==> src/rtl/adc_pport_pkg.sv <==
package adc_pport_pkg;
  localparam int unsigned BUS_W  = 12;
  localparam int unsigned BYTE_W = 8;
  localparam int unsigned WORD_W = 2 * BYTE_W;
  localparam int unsigned PAY_W  = WORD_W - 2;
  localparam int unsigned RES_W  = BUS_W;

  typedef enum logic [1:0] {
    RSEL_NONE = 2'b00,
    RSEL_TEST = 2'b01,
    RSEL_CTRL = 2'b10,
    RSEL_CAL  = 2'b11
  } reg_sel_e;

  typedef struct packed {
    reg_sel_e              sel;
    logic [PAY_W-1:0]      payload;
  } cmd_word_t;

  localparam logic [PAY_W-1:0] TEST_DEFAULT   = PAY_W'(2);
  localparam int unsigned      CTRL_START_BIT = 0;
  localparam int unsigned      CTRL_RSEL_LSB  = 1;
endpackage

==> src/rtl/adc_pport_conv.sv <==
module adc_pport_conv
  import adc_pport_pkg::*;
#(
  parameter int unsigned     CONV_CYCLES = 16,
  parameter int unsigned     LEAD_CYCLES = 2,
  parameter logic [RES_W-1:0] RESULT_STEP = 12'h123
) (
  input  logic             clk,
  input  logic             rst_n,
  input  logic             conv_start,
  input  logic             sw_start,
  output logic             busy,
  output logic [RES_W-1:0] result
);
  localparam int unsigned CNT_W   = (CONV_CYCLES > 1) ? $clog2(CONV_CYCLES) : 1;
  localparam int unsigned LAST    = CONV_CYCLES - 1;
  localparam int unsigned LOAD_AT = CONV_CYCLES - 1 - LEAD_CYCLES;

  logic             start_q;
  logic             start_req;
  logic             busy_d, busy_q;
  logic [CNT_W-1:0] cnt_d, cnt_q;
  logic [RES_W-1:0] res_d, res_q;

  assign start_req = (conv_start & ~start_q) | sw_start;

  always_comb begin
    busy_d = busy_q;
    cnt_d  = cnt_q;
    res_d  = res_q;
    if (!busy_q) begin
      if (start_req) begin
        busy_d = 1'b1;
        cnt_d  = '0;
      end
    end else begin
      cnt_d = cnt_q + CNT_W'(1);
      if (cnt_q == CNT_W'(LOAD_AT)) res_d = res_q + RESULT_STEP;
      if (cnt_q == CNT_W'(LAST)) busy_d = 1'b0;
    end
  end

  always_ff @(posedge clk or negedge rst_n) begin
    if (!rst_n) begin
      start_q <= 1'b0;
      busy_q  <= 1'b0;
      cnt_q   <= '0;
      res_q   <= '0;
    end else begin
      start_q <= conv_start;
      busy_q  <= busy_d;
      cnt_q   <= cnt_d;
      res_q   <= res_d;
    end
  end

  assign busy   = busy_q;
  assign result = res_q;

  // an idle start request raises busy at the next edge
  assert_start_sets_busy_R8: assert property (@(posedge clk) disable iff (!rst_n)
    (start_req && !busy_q) |=> busy_q);

  // busy never rises without a start request
  assert_busy_rise_cause_R8: assert property (@(posedge clk) disable iff (!rst_n)
    $rose(busy_q) |-> $past(start_req));

  // result changes only inside a conversion, with busy still high afterwards
  assert_result_before_fall_R9: assert property (@(posedge clk) disable iff (!rst_n)
    !$stable(res_q) |-> (busy_q && $past(busy_q)));
endmodule

==> config.mk <==
export PLATFORM = sky130hd
export DESIGN_NAME = adc_pport_conv
export DESIGN_NICKNAME = d
export VERILOG_FILES = /design/src/rtl/adc_pport_pkg.sv /design/src/rtl/adc_pport_conv.sv
export SDC_FILE = /design/constraint.sdc
export NUM_CORES = 1
export LEC_CHECK = 0
export BUFFER_PORTS_ARGS = -buffer_cell sky130_fd_sc_hd__buf_2
export CAP_MARGIN = 40
export CORE_MARGIN = 2
export CORE_UTILIZATION = 55
export DETAILED_ROUTE_END_ITERATION = 16
export HOLD_SLACK_MARGIN = 0.08
export PLACE_DENSITY = 0.8
export SYNTH_ARGS = -nofsm -noshare
export SYNTH_HDL_FRONTEND = slang
export SYNTH_SLANG_ARGS = --single-unit
==> constraint.sdc <==
create_clock -name clk -period 4.15 [get_ports clk]
set_clock_uncertainty 0.15 [all_clocks]
set_input_delay 0.2075 -clock clk [delete_from_list [all_inputs] [get_ports clk]]
set_output_delay 0.2075 -clock clk [all_outputs]
set_load 0.02 [all_outputs]
==> impl_metrics.py, run 1 <==
metrics = {
    "clocking": {
        "numCtsBuffers": 3,
        "cts_hold_buf": 2,
        "cts_tree": "done",
        "cts_root_buffer": "clkbuf_4",
        "cts_buffer_depth": 2,
        "post_cts_buffers": 0,
        "htree_levels": 1,
        "clk_latency_ns": 0.29,
        "cts_resized": 0,
        "clock-sinks": 18,
        "clk_pin_slew_ns": 0.10,
    },
    "timing": {
        "tns_ns": 0,
        "fmax_mhz": 627,
        "period_share_pct": 38.5,
        "slew_viol_final": 0,
        "worstMarginPinSlew_ns": 0.571,
        "hold_ws_ns": 0.116,
        "rsz0062_at_grt": "false",
        "setup_viol": 0,
        "period_needed_ns": 1.60,
        "slew_headroom_pct": 61.7,
        "hold_viol": 0,
    },
    "placement": {
        "globalplace.congestion": 0.709,
        "port_buffers": 16,
        "hpwl_mm": 1.04,
        "dpl-instance-area_um2": 908,
    },
    "run_status": {
        "outcome": "complete, no violations",
    },
    "global_routing": {
        "grt_start_max_net_pins": 19,
        "grt_first_pass_wirelength_mm": 2.44,
        "antenna_found_initial": 0,
        "grt_pass1_vias": 578,
        "grt_overflow": 0,
        "grt_util_all_layers_pct": 18.1,
    },
    "routing": {
        "ant_nets": 0,
        "wl_per_cell_um": 12.8,
        "route.detailed.drc": 0,
        "first_pass_iters": 4,
        "drt-total-wl_mm": 1.40,
        "vias_per_cell": 5.42,
        "drtIter0Drc": 8,
        "via_count": 596,
    },
    "pwr": {
        "power-per-cell-area_nw_per_um2": 713,
        "power_uw": 678,
        "leakagePower_nw": 0.458,
        "peakVddDrop_uv": 340,
    },
    "final_layout": {
        "finish.instance_area_um2": 951,
        "fin_nets": 104,
        "final_cell_mix": "dfrtp_1 (18), buf_2 (16), nand2_1 (8), xnor2_1 (7), o21ai_0 (7)",
        "n_antenna_cell": 0,
        "drive_gt1_share_pct": 22.1,
        "final_common_cell": "dfrtp_1",
        "area_growth_pct": 16.7,
        "fillers": 107,
    },
    "job": {
        "maxCapViolCount": 0,
    },
    "synth": {
        "yosysUniqueCellTypes": 22,
        "yosysWarnings": 0,
        "synth_seq_area_share_pct": 55.3,
        "synth_nets": 82,
        "syn_area_um2": 815,
        "ys_seq_elements": 18,
        "postSynthAreaPerCell_um2": 10.9,
        "synthCells": 75,
    },
    "worst_setup_path": {
        "crit_path_max_fanout": 3,
        "cp.arrival_ns": 1.65,
        "required_ns": 4.21,
        "worstSetupPathType": "reg2reg",
        "cp-start-kind": "register",
        "crit_path_end_kind": "register",
    },
    "floorplanning": {
        "die_area_um2": 1800,
        "start_util_pct": 60.3,
        "core_um2": 1350,
        "die_w_um": 42.5,
        "die_h_um": 42.5,
        "io_pins": 17,
        "rows": 13,
    },
    "hold_path": {
        "hold_class": "in2reg",
    },
}
## kinds of logic after synthesis
family / Yosys count / share of synthesized area [%]
adder cells (fa/ha/maj): 3 / 4.61
flip-flops: 18 / 55.3
AND/OR/NAND/NOR: 21 / 12.9
XOR/XNOR: 11 / 11.8
buffers and inverters: 6 / 2.92
AO/OA/AOI/OAI: 16 / 12.4
## per-layer routing
layer  vias up  global-route usage, %  wire length [µm]
met3         2                   2.59                39
met1       279                   24.1               671
met2        11                   29.2               686
li1        304                      -                 -
met5         -                      0                 0
met4         0                   7.50                 5
## flip-flops by register name, summed over array words and instances, names as in the netlist
register and count:
busy 1, cnt_q 4, result 12, start_q 1
## area by class of cell
class | instances | area, µm² | area share [%]
sequential | 18 | 450 | 47.4
multi-input combinational | 51 | 340 | 35.8
timing repair buffer | 18 | 100 | 10.5
clock buffer | 3 | 22.5 | 2.37
inverter | 5 | 18.8 | 1.97
tap | 15 | 18.8 | 1.97
## worst max-delay path, stage by stage (launching register included)
cell and delay, ns:
dfrtp_1 0.37, inv_1 0.07, ha_1 0.23, or3_1 0.39, a21oi_2 0.15, xor2_1 0.15
## cell usage after synthesis, drive strengths merged
master,n,area [µm²]
buf,1,5.00
o31ai,1,7.51
a31oi,3,18.8
and4,1,8.76
a21oi,1,8.76
nand2,8,30.0
a41oi,1,8.76
o21bai,1,7.51
dfrtp,18,450
o211ai,1,7.51
xor2,4,35.0
xnor2,7,61.3
nor2,5,18.8
nand4,3,18.8
or3,1,6.26
nand3b,1,7.51
ha,3,37.5
a211oi,1,7.51
inv,5,18.8
nand3,2,15.0
o21ai,7,35.0
## stage by stage
| stage | instances | utilization (%) | worst slack [ns] |
|---|---|---|---|
| 6_report | 110 | 70.4 | 2.55 |
| 5_1_grt | 110 | 70.4 | 2.44 |
| 4_1_cts | 110 | 70.4 | 2.54 |
| 3_5_place_dp | 105 | 67.3 | 2.57 |
| 3_3_place_gp | 105 | 67.3 | 2.59 |
| 2_1_floorplan | 75 | - | 2.50 |
## where the power goes
group          switching [mW]  internal [mW]
combinational           0.155          0.104
sequential             0.0893          0.246
clock                  0.0493         0.0337
## worst paths after layout
kind / from / end / slack, ns / cells after the start
worst max-delay path: result[0] / result[10] / 2.55 / 5
max in group asynchronous: rst_n / result[6] / 3.34 / 2
min in group asynchronous: rst_n / result[11] / 0.21 / 2
worst min register to register: result[11] / result[11] / 0.33 / 1
worst max register to register: result[0] / result[10] / 2.55 / 5
worst min-delay path: sw_start / cnt_q[0] / 0.12 / 4
Note: power is estimated with default switching activity, not from simulation.
==> inputs of run 2 (changes only) <==
Settings changed: ABC_AREA set to 1, CORE_UTILIZATION 55 to 53, PLACE_DENSITY 0.8 to 0.76.
Clock period 4.15 ns to 1.57 ns, I/O delays scaled along.
==> run 2 against run 1 <==
Wire length grew 23%; clock-buffer cell count grew 1; synthesized cell count grew 55%; critical path depth grew 2; sequential cell count is the same; die area grew 20%; core utilization shrank 1.4 points; design area grew 25%; largest cell class unchanged; highest routed layer unchanged.
==> impl_metrics.py, run 2 <==
metrics = {
    "routing": {
        "route.detailed.drc": 0,
        "via_count": 794,
        "vias_per_cell": 4.73,
        "wl_per_cell_um": 10.2,
        "drt-total-wl_mm": 1.72,
        "ant_nets": 0,
        "drtIter0Drc": 11,
        "first_pass_iters": 3,
    },
    "worst_setup_path": {
        "crit_path_max_fanout": 4,
        "timing.critical_path.from": "result[1]",
        "crit_path_end_kind": "register",
        "r2r_end": "result[10]",
        "rrSetupSlack_ns": 0.11,
        "path_buf_inv": 1,
        "rr_startpoint": "result[1]",
        "crit_path_end": "result[10]",
        "cp.depth": 7,
        "cp-start-kind": "register",
        "crit_chain": "inv_1 -> ha_1 -> nor2_4 -> nand3_2 -> nand2_1 -> nand3_2 -> xnor2_1",
        "path_delay_family": "flip-flops",
        "required_ns": 1.61,
        "cp.arrival_ns": 1.49,
        "crit_top_cell": "nand3_2",
        "crit_slowest_cell": "dfrtp_1",
        "rr_worst_depth": 7,
        "cp_slowest_stage_delay_ns": 0.39,
        "worstSetupPathType": "reg2reg",
    },
    "global_routing": {
        "grt_overflow": 0,
        "grt_pass1_vias": 711,
        "grt_first_pass_wirelength_mm": 2.81,
        "grt_util_all_layers_pct": 18.9,
        "antenna_found_initial": 0,
        "grt_start_max_net_pins": 19,
    },
    "synth": {
        "synth.area.mux_share_pct": 0,
        "synth_area_leader_cell": "dfrtp_1",
        "synth_ff_type": "dfrtp_1",
        "syn_area_um2": 963,
        "synth_common_cells": "nand2_1 (26), inv_1 (23), dfrtp_1 (18)",
        "synth_xor_area_share_pct": 8.18,
        "synth_edf_count": 0,
        "ys_seq_elements": 18,
        "synth_compound_area_share_pct": 4.03,
        "yosysWarnings": 0,
        "yosysMostFrequentCell": "nand2_1",
        "yosysTopAreaCellShare_pct": 46.8,
        "synth_seq_area_share_pct": 46.8,
        "synth_fa_ha_area_share_pct": 3.90,
        "netlist_top_cells_area": "dfrtp_1 (47%), nand2_1 (10%), inv_1 (9.0%), xor2_1 (7.3%), nand3_1 (6.2%)",
        "synth-simple-area-share_pct": 27.0,
        "synth_nets": 123,
        "postSynthAreaPerCell_um2": 8.31,
        "async_reset_ff_share_pct": 100,
        "yosysUniqueCellTypes": 20,
        "synth_top_family_by_area": "simple AND/OR/NAND/NOR gates",
        "synthCells": 116,
    },
    "timing": {
        "period_share_pct": 92.7,
        "tns_ns": 0,
        "fmax_mhz": 687,
        "worstMarginPinSlew_ns": 0.513,
        "rsz0062_at_grt": "false",
        "slew_viol_final": 0,
        "hold_viol": 0,
        "fin_ws_ns": 0.114,
        "setup_viol": 0,
        "slew_headroom_pct": 65.5,
        "period_needed_ns": 1.46,
    },
    "hold_path": {
        "hold_class": "in2async",
    },
    "floorplanning": {
        "rows": 15,
        "core_um2": 1730,
        "die_w_um": 46.6,
        "die_h_um": 46.6,
        "io_pins": 17,
        "start_util_pct": 55.8,
        "die_area_um2": 2170,
    },
    "job": {
        "maxCapViolCount": 0,
    },
    "final_layout": {
        "largest_reg_flops": 12,
        "fillers": 145,
        "n_antenna_cell": 0,
        "fin_nets": 151,
        "area_growth_pct": 23.8,
        "drive_gt1_share_pct": 23.8,
        "final_common_cell": "nand2_1",
        "final_cell_mix": "nand2_1 (26), inv_1 (23), dfrtp_1 (18), buf_2 (16), nand3_1 (11)",
    },
    "pwr": {
        "power-per-cell-area_nw_per_um2": 1960,
        "peakVddDrop_uv": 1050,
        "leakagePower_nw": 0.650,
    },
    "clocking": {
        "cts_root_buffer": "clkbuf_4",
        "htree_levels": 1,
        "clk_pin_slew_ns": 0.11,
        "clk_latency_ns": 0.30,
        "cts_tree": "done",
        "cts_buffer_depth": 2,
        "clock-sinks": 18,
        "numCtsBuffers": 3,
    },
    "run_status": {
        "outcome": "complete, no violations",
    },
    "placement": {
        "globalplace.congestion": 0.821,
        "pre_cts_slack_ns": 0.0253,
        "hpwl_mm": 1.33,
        "port_buffers": 16,
    },
}
-- run 2: cells by family (layout without fill, tap and decap cells) --
| family | Yosys count | after routing |
|---|---|---|
| DFF | 18 | 18 |
| AOI/OAI and AO/OA | 7 | 7 |
| and+or+nand+nor | 55 | 55 |
| xor gates and xnor gates | 9 | 9 |
| adders and majority gates | 3 | 3 |
| buffers and inverters | 24 | 51 |
-- run 2: cell type report --
type / count / area [µm²] / area share, %
clock buffer: 4 / 36.3 / 3.04
multi-input combinational: 74 / 428 / 35.9
sequential: 18 / 450 / 37.8
tap: 25 / 31.3 / 2.62
inverter: 23 / 86.3 / 7.24
timing repair buffer: 24 / 160 / 13.4
-- run 2: how the worst min path moves through the flow --
stage                      endpoint  cells after the start
after global routing      result[4]                      2
after CTS                 result[0]                      2
after detailed placement  result[0]                      1
after floorplan                busy                      0
after global placement    result[0]                      1
final                     result[0]                      2
-- run 2: timing repair --
action                                  in CTS  in global routing
hold buffers                                 3                  0
buffers inserted                             0                  1
endpoints found under the setup margin       1                  3
hold endpoints to repair                    23                  0
resized for setup                            1                  2
pin swaps                                    0                  1
-- run 2: worst reg2reg max path: stages, from the launching register on --
cell	delay (ns)
dfrtp_1	0.39
inv_1	0.07
ha_1	0.23
nor2_4	0.12
nand3_2	0.09
nand2_1	0.09
nand3_2	0.07
xnor2_1	0.13
-- run 2: power breakdown --
group / internal, mW / total, mW / leakage, nW / switching [mW]
registers: 0.675 / 0.888 / 0.217 / 0.213
clock network: 0.142 / 0.290 / 0.0210 / 0.148
logic: 0.466 / 1.16 / 0.412 / 0.693
-- run 2: through the flow --
stage                     cells  hold slack [ns]  total power [mW]  utilization (%)  area (µm²)
after global routing        168            0.117              2.55             69.1        1190
after CTS                   167           0.0865              2.32             68.0        1170
after floorplan             116           -0.367              1.65                -         963
after detailed placement    160           -0.121              2.02             64.1        1110
final                       168           0.0741              2.34             69.1        1190
after global placement      160           -0.119              1.99             64.1        1110
-- run 2: routing by layer --
layer | up-vias | part of all wire (%) | GRT usage, %
met5 | - | 0 | 0
met4 | 0 | 2.2 | 11.7
met3 | 4 | 2.5 | 4.71
met2 | 12 | 52 | 32.5
met1 | 366 | 43 | 20.6
li1 | 412 | - | -
==> inputs of run 3 (changes only) <==
Settings changed: CELL_PAD_IN_SITES_DETAIL_PLACEMENT set to 0, CELL_PAD_IN_SITES_GLOBAL_PLACEMENT set to 1, CORE_UTILIZATION 53 to 39, PLACE_DENSITY 0.76 to unset, PLACE_DENSITY_LB_ADDON set to 0.1.
==> run 3 against run 2 <==
Worst hold slack about the same; final cell count up 3.6%; sequential power up 0.8%; first-iteration DRC count up 27%; non-clock buffer count up 1; sequential share of layout area up 0.28 points; wire length up 7.7%; power down 0.91%; clock power up 1%; critical path depth unchanged.
==> impl_metrics.py, run 3 (synthesized netlist as in run 2, its figures left out) <==
metrics = {
    "floorplanning": {
        "die_w_um": 53.7,
        "core_um2": 2410,
        "start_util_pct": 40.0,
        "die_h_um": 53.7,
        "rows": 18,
        "die_area_um2": 2880,
        "io_pins": 17,
    },
    "pwr": {
        "power_mw": 2.32,
        "peakVddDrop_uv": 1000,
        "power-per-cell-area_nw_per_um2": 1960,
        "leakagePower_nw": 0.653,
    },
    "global_routing": {
        "use_met1_pct": 19.7,
        "grt-busiest-layer": "met2",
        "grtUsageMet2_pct": 24.8,
        "met3_usage_pct": 2.50,
        "grt_start_max_net_pins": 19,
        "grt_util_all_layers_pct": 15.3,
        "grt_overflow": 0,
        "grt_first_pass_wirelength_mm": 3.17,
        "grt_pass1_vias": 746,
        "antenna_found_initial": 0,
    },
    "worst_setup_path": {
        "cp-start-kind": "register",
        "rrSetupSlack_ns": 0.12,
        "rr_startpoint": "cnt_q[1]",
        "timing.critical_path.from": "cnt_q[1]",
        "crit_chain": "inv_1 -> ha_1 -> nand2_2 -> nor2_4 -> buf_4 -> nand3_1 -> xor2_1",
        "cp_slowest_stage_delay_ns": 0.39,
        "path_buf_inv": 2,
        "crit_path_max_fanout": 5,
        "worstSetupPathType": "reg2reg",
        "crit_slowest_cell": "dfrtp_1",
        "rr_worst_depth": 7,
        "path_delay_family": "flip-flops",
        "cp.arrival_ns": 1.49,
        "required_ns": 1.62,
        "crit_path_end_kind": "register",
        "r2r_end": "result[8]",
    },
    "job": {
        "maxCapViolCount": 0,
    },
    "final_layout": {
        "final_cell_mix": "nand2_1 (26), inv_1 (23), dfrtp_1 (18), buf_2 (16), nand3_1 (12)",
        "largest_reg_flops": 12,
        "n_antenna_cell": 0,
        "finish.utilization_pct": 49.1,
        "final_common_cell": "nand2_1",
        "fin_cells": 174,
        "area_growth_pct": 22.9,
        "finish.instance_area_um2": 1180,
        "drive_gt1_share_pct": 23.6,
        "fin_nets": 152,
    },
    "placement": {
        "hpwl_mm": 1.39,
        "dpl.cell_count": 166,
        "pre_cts_slack_ns": 0.0961,
        "globalplace.congestion": 0.753,
        "dpl-instance-area_um2": 1110,
        "port_buffers": 16,
    },
    "clocking": {
        "htree_levels": 1,
        "cts_buffer_depth": 2,
        "cts_root_buffer": "clkbuf_4",
        "clk_pin_slew_ns": 0.11,
        "numCtsBuffers": 3,
        "clk_latency_ns": 0.30,
        "clock-sinks": 18,
        "cts_tree": "done",
    },
    "routing": {
        "via_count": 781,
        "wl_per_cell_um": 10.6,
        "route.detailed.drc": 0,
        "drtIter0Drc": 14,
        "ant_nets": 0,
        "first_pass_iters": 4,
        "drt-total-wl_mm": 1.85,
        "vias_per_cell": 4.49,
    },
    "run_status": {
        "outcome": "complete, no violations",
    },
    "hold_path": {
        "hold_class": "in2async",
    },
    "timing": {
        "fin_ws_ns": 0.122,
        "slew_viol_final": 0,
        "setup_viol": 0,
        "worstMarginPinSlew_ns": 0.529,
        "slew_headroom_pct": 64.4,
        "fmax_mhz": 691,
        "period_needed_ns": 1.45,
        "hold_viol": 0,
        "period_share_pct": 92.2,
    },
}
==> run 3: report_power, final <==
part | internal, mW | switching (mW) | total (mW)
registers | 0.675 | 0.220 | 0.895
logic | 0.452 | 0.675 | 1.13
clock network | 0.141 | 0.152 | 0.294
total | 1.27 | 1.05 | 2.32
==> run 3: worst max path at each step <==
stage	end	slack, ns	cells past startpoint
floorplan	result[10]	0.03	7
global route	result[8]	-0.002	7
CTS	result[10]	0.08	7
global placement	result[8]	0.10	7
detailed placement	result[10]	0.1	7
finish	result[8]	0.12	7
==> run 3: final cells by class <==
| type | instances | area [µm²] |
|---|---|---|
| inverter | 23 | 86.3 |
| clock buffer | 4 | 36.3 |
| timing repair buffer | 25 | 155 |
| tap | 30 | 37.5 |
| fill | 241 | 1230 |
| sequential | 18 | 450 |
| multi-input combinational | 74 | 418 |
==> run 3: per-stage QoR <==
stage          hold WS (ns)  setup TNS, ns
2_1_floorplan        -0.367              0
3_3_place_gp         -0.117              0
3_5_place_dp         -0.104              0
4_1_cts              0.0948              0
5_1_grt               0.136       -0.00167
6_report             0.0746              0
==> run 3: what timing repair did <==
item,CTS,global route
hold endpoints to repair,20,0
endpoints found under the setup margin,0,6
setup buffers,0,1
hold buffers,3,0
resized for setup,0,1
==> run 3: routing by layer <==
metal | wire (µm) | share of wire, %
met5 | 0 | 0
met4 | 20 | 1.1
met3 | 54 | 2.9
met2 | 855 | 46
met1 | 923 | 50
